$ cat config.mk
export PLATFORM = sky130hd
export DESIGN_NAME = pll_cfg_bank
export DESIGN_NICKNAME = d
export VERILOG_FILES = /design/src/rtl/pllreg_pkg.sv /design/src/rtl/pllreg_decode.sv /design/src/rtl/pllreg_mword.sv /design/src/rtl/pllreg_rdport.sv /design/src/rtl/pll_cfg_bank.sv
export SDC_FILE = /design/constraint.sdc
export NUM_CORES = 1
export LEC_CHECK = 0
export BUFFER_PORTS_ARGS = -buffer_cell sky130_fd_sc_hd__clkbuf_2
export CAP_MARGIN = 30
export CORE_MARGIN = 2
export CORE_UTILIZATION = 30
export CTS_BUF_LIST = sky130_fd_sc_hd__clkbuf_8
export DETAILED_ROUTE_END_ITERATION = 8
export GPL_ROUTABILITY_DRIVEN = 0
export PLACE_DENSITY = 0.47
export REMOVE_ABC_BUFFERS = 1
export SYNTH_ARGS = -nofsm -noshare
export SYNTH_HDL_FRONTEND = slang
export SYNTH_SLANG_ARGS = --single-unit
$ cat constraint.sdc
create_clock -name clk -period 2 [get_ports clk]
set_clock_uncertainty 0.15 [all_clocks]
set_input_delay 0.2 -clock clk [delete_from_list [all_inputs] [get_ports clk]]
set_output_delay 0.2 -clock clk [all_outputs]
set_load 0.03 [all_outputs]
$ cat src/rtl/pllreg_pkg.sv
package pllreg_pkg;

  localparam int BUS_W     = 32;
  localparam int HALF_W    = 16;
  localparam int NUM_CFG   = 4;
  localparam int NUM_SLOTS = NUM_CFG + 1;
  localparam int MODE_SLOT = NUM_CFG;
  localparam int CTRL_SLOT = 3;

  // field layout inside the configuration words
  localparam int OD_LSB   = 0;
  localparam int OD_W     = 4;
  localparam int RD_LSB   = 8;
  localparam int RD_W     = 6;
  localparam int FB_LSB   = 0;
  localparam int FB_W     = 13;
  localparam int BW_LSB   = 0;
  localparam int BW_W     = 12;
  localparam int RST_BIT  = 5;
  localparam int PD_BIT   = 1;
  localparam int BYP_BIT  = 0;
  localparam int MODE_W   = 2;

  localparam logic [HALF_W-1:0] CTRL_RST_VAL =
    HALF_W'((1 << PD_BIT) | (1 << BYP_BIT));

  typedef enum logic [MODE_W-1:0] {
    SRC_SLOW  = 2'd0,
    SRC_PLL   = 2'd1,
    SRC_DEEP  = 2'd2,
    SRC_RSVD  = 2'd3
  } src_sel_e;

  typedef logic [HALF_W-1:0] half_t;

  function automatic half_t slot_reset(input int idx);
    return (idx == CTRL_SLOT) ? CTRL_RST_VAL : '0;
  endfunction

  function automatic half_t masked_merge(input half_t old_v,
                                         input logic [BUS_W-1:0] wd);
    half_t en;
    en = wd[BUS_W-1:HALF_W];
    return (old_v & ~en) | (wd[HALF_W-1:0] & en);
  endfunction

endpackage

$ cat src/rtl/pllreg_decode.sv
module pllreg_decode
  import pllreg_pkg::*;
#(
  parameter int ADDR_W      = 8,
  parameter int MODE_OFFSET = 'h40
) (
  input  logic [ADDR_W-1:0]    addr,
  output logic [NUM_SLOTS-1:0] hit
);

  genvar g;
  generate
    for (g = 0; g < NUM_SLOTS; g++) begin : g_slot
      if (g < NUM_CFG) begin : g_cfg
        assign hit[g] = (addr == ADDR_W'(4 * g));
      end else begin : g_mode
        assign hit[g] = (addr == ADDR_W'(MODE_OFFSET));
      end
    end
  endgenerate

endmodule

$ cat src/rtl/pllreg_mword.sv
module pllreg_mword
  import pllreg_pkg::*;
#(
  parameter logic [HALF_W-1:0] RST_VAL = '0
) (
  input  logic             clk,
  input  logic             rst,
  input  logic             we,
  input  logic [BUS_W-1:0] wdata,
  output logic [HALF_W-1:0] q
);

  always_ff @(posedge clk) begin
    if (rst) begin
      q <= RST_VAL;
    end else if (we) begin
      q <= masked_merge(q, wdata);
    end
  end

endmodule

$ cat src/rtl/pllreg_rdport.sv
module pllreg_rdport
  import pllreg_pkg::*;
(
  input  logic                              clk,
  input  logic                              rst,
  input  logic                              rd_en,
  input  logic [NUM_SLOTS-1:0]              hit,
  input  logic [NUM_SLOTS-1:0][HALF_W-1:0]  words,
  output logic [BUS_W-1:0]                  rdata
);

  half_t sel_v;

  always_comb begin
    sel_v = '0;
    for (int i = 0; i < NUM_SLOTS; i++) begin
      sel_v = sel_v | (words[i] & {HALF_W{hit[i]}});
    end
  end

  always_ff @(posedge clk) begin
    if (rst) begin
      rdata <= '0;
    end else if (rd_en) begin
      rdata <= {{(BUS_W-HALF_W){1'b0}}, sel_v};
    end
  end

endmodule

$ cat src/rtl/pll_cfg_bank.sv
module pll_cfg_bank
  import pllreg_pkg::*;
#(
  parameter int ADDR_W      = 8,
  parameter int MODE_OFFSET = 'h40,
  parameter int MODE_SHIFT  = 8
) (
  input  logic              clk,
  input  logic              rst,
  input  logic              wr_en,
  input  logic              rd_en,
  input  logic [ADDR_W-1:0] addr,
  input  logic [BUS_W-1:0]  wdata,
  output logic [BUS_W-1:0]  rdata,
  output logic [OD_W-1:0]   out_div,
  output logic [RD_W-1:0]   ref_div,
  output logic [FB_W-1:0]   fb_mult,
  output logic [BW_W-1:0]   bw_adj,
  output logic              pll_rst,
  output logic              pll_pd,
  output logic              pll_byp,
  output logic [MODE_W-1:0] mode_sel
);

  logic [NUM_SLOTS-1:0]             hit;
  logic [NUM_SLOTS-1:0][HALF_W-1:0] words;

  pllreg_decode #(
    .ADDR_W      (ADDR_W),
    .MODE_OFFSET (MODE_OFFSET)
  ) u_dec (
    .addr (addr),
    .hit  (hit)
  );

  genvar g;
  generate
    for (g = 0; g < NUM_SLOTS; g++) begin : g_word
      pllreg_mword #(
        .RST_VAL (slot_reset(g))
      ) u_word (
        .clk   (clk),
        .rst   (rst),
        .we    (wr_en & hit[g]),
        .wdata (wdata),
        .q     (words[g])
      );
    end
  endgenerate

  pllreg_rdport u_rd (
    .clk   (clk),
    .rst   (rst),
    .rd_en (rd_en),
    .hit   (hit),
    .words (words),
    .rdata (rdata)
  );

  // field taps: every output is a flip-flop bit
  assign out_div  = words[0][OD_LSB +: OD_W];
  assign ref_div  = words[0][RD_LSB +: RD_W];
  assign fb_mult  = words[1][FB_LSB +: FB_W];
  assign bw_adj   = words[2][BW_LSB +: BW_W];
  assign pll_rst  = words[CTRL_SLOT][RST_BIT];
  assign pll_pd   = words[CTRL_SLOT][PD_BIT];
  assign pll_byp  = words[CTRL_SLOT][BYP_BIT];
  assign mode_sel = words[MODE_SLOT][MODE_SHIFT +: MODE_W];

endmodule

==> reports/metrics.cfg <==
[outcome]
outcome = finished, final reports clean

[global_routing]
grt_pass1_vias = 4557
grt_pass1_wl_mm = 25.9
antenna_found_initial = 2
grt_use_total = 0.190
grt_max_degree = 39
gr-total-overflow = 0

[placed_design]
place_hpwl_mm = 11.2
postPlaceCellArea_um2 = 5490
io_buffers = 99

[finish]
final_nets = 704
nFillCells = 1716
drive_gt1_frac = 0.284
post-route-util = 0.366
fin_area_um2 = 5850
syn2layout_area_growth_pct = 18.7

[floorplanning]
dieArea_um2 = 17500
start_util = 0.308
die_x_um = 132
core_um2 = 16000
num_io_pins = 116
die_y_um = 132
std_cell_rows = 46

[worst_hold_path]
hold_class = primary input to flop
min_from = wdata[17]

[route]
via_per_inst = 5.12
initialDrtViolationCount = 330
post_drt_wl_per_cell_um = 18.8
dr.pass1.iters = 6
vias = 4513
drt-total-wl_mm = 16.6
post-route-drc-count = 0
antenna_left = 0

[setup_path]
r2r_setup_slack_ns = 0.66
cpLargestDelayFamily = simple AND/OR/NAND/NOR gates
worstSetupEndpointType = flop
cp_max_fo = 26
worstSetupPathType = primary input to flop
critPathSlowestCell = nor4_4
cp_data_required_time_ns = 2.16
path_buf_inv = 3
critPathLaunchType = primary input
crit_chain = clkbuf_2 > nor4_4 > buf_12 > nand2_2 > buf_4 > o221a_2 > nor3_1
worstSetupStartpoint = addr[7]
critPathMaxStageDelay_ns = 0.32
arrival_ns = 1.59

[clocking]
cts_buffers = 9
cts_buffer_depth = 2
path_clk_slew_ns = 0.10
cts_root_buffer = clkbuf_8
cts-htree-levels = 3
postCtsSetupBuffers = 0
ctsResizeCount = 0
cts_tree = yes
clock-sinks = 96
clk-insertion-delay-late_ns = 0.38

[yosys]
synth_top_area_frac = 0.390
synth.avg_cell_area_um2 = 8.54
synth_compound_area_frac = 0.189
netlist_area_um2 = 4930
synth-adder-area-share = 0
synth_top_family_by_area = simple AND/OR/NAND/NOR gates
syn_inst = 577
yosys-top-cells-area = dfxtp_1 (39%), buf_4 (9.3%), nand3_1 (8.2%), mux2i_1 (6.5%), a21oi_1 (6.3%)
synth_edf_count = 0
ys_warn_count = 0
ys_top_cells_by_count = dfxtp_1 (96), nand3_1 (81), a21oi_1 (62)
synthSimpleGateAreaFrac = 0.197
synth_seq_area_share = 0.390
synthMuxAreaShare = 0.102
synthFlopType = dfxtp_1
synth_most_common_cell = dfxtp_1
async_flop_share = 0
ys_ff_latch = 96
synth_top_area_cell = dfxtp_1
synth_xor_area_frac = 0
synth.distinct_cells = 28

[power_and_ir_drop]
leakage_uw = 0.00232
power_frac_comb = 0.122
irDropWorstVdd_v = 0.000319
p_sw_uw = 1060
intPower_uw = 2660
p_clk_frac = 0.358
finalPower_uw = 3720
powerDensity_nw_per_um2 = 635
switching_share = 0.285
seqPwrFrac = 0.521

[timing]
finalCriticalPeriod_ns = 1.43
tightest_slew_ns = 0.704
slew_violations = 0
finalCritPeriodShare = 0.713
setup_viol = 0
relSlewSlack = 0.531
max_freq_ghz = 0.701
rsz0062_at_grt = no
hold_viol_final = 0

[job]
cap_violations = 0

-- final cells by class --
cell class / instances / area (um^2) / area share
Multi-Input combinational cell: 401 / 2460 / 0.421
Sequential cell: 96 / 1920 / 0.328
Tap cell: 216 / 270 / 0.0462
Timing Repair Buffer: 152 / 998 / 0.171
Clock buffer: 9 / 124 / 0.0212
Antenna cell: 1 / 2.50 / 0.000428
Clock inverter: 7 / 72.6 / 0.0124
-- path summary, 6_finish.rpt --
check | end | cells past startpoint
max | u_rd.rdata[0]$_SDFFE_PP0P_ | 7
min | flop | 4
max reg2reg | u_rd.rdata[14]$_SDFFE_PP0P_ | 4
min reg2reg | flop | 2
-- cell usage in the layout, fill, tap and decap left out, types with 2 or more instances in the layout --
cell type,n
mux2_2,16
nand3b_1,2
a21oi_1,62
nor2_1,33
dlygate4sd3_1,16
conb_1,16
o221a_2,6
clkbuf_8,9
o21ai_1,24
buf_4,33
nand2_1,19
nand3_1,81
mux2i_1,32
o21ai_0,40
a22oi_1,16
o221a_1,10
clkbuf_2,98
dfxtp_1,96
clkinv_4,2
nor3_2,10
and2_1,18
nor3_1,7
buf_12,5
nor4_4,2
-- kinds of logic after synthesis --
logic type | count (synthesis)
flip-flops | 96
AND/OR/NAND/NOR | 179
AO/OA/AOI/OAI | 158
buffers and inverters | 95
multiplexers | 48
other | 1
-- power groups by stage --
stage,Clock (uW),Combinational (uW),Sequential (uW)
finish,1330,453,1940
global route,1450,485,1940
CTS,1360,453,1940
detailed placement,0,427,1980
global placement,0,425,1980
floorplan,0,156,2010
-- tightest hold or removal path, stage by stage --
cell and delay (ns):
clkbuf_2 0.09, nand2_1 0.10, o21ai_1 0.08, nand3b_1 0.07
-- per-layer routing --
metal	wire length [um]	GRT usage
met2	7860	0.319
met5	13	0
met4	221	0.0490
met1	7490	0.245
met3	978	0.0461
-- repair_timing --
item,in CTS,in global routing
setup endpoints to repair,0,0
hold buffers,16,0
endpoints found under the hold margin,79,0
-- through the flow --
step,cells,hold WS (ns),worst slack [ns],TNS [ns]
after floorplan,497,0.119,-0.116,-2.65
after global routing,881,0.0690,0.472,0
after CTS,881,0.0268,0.577,0
after detailed placement,849,0.313,0.166,0
after global placement,849,0.305,0.220,0
final,882,0.0291,0.574,0
Power figures use the tool's default switching activity.
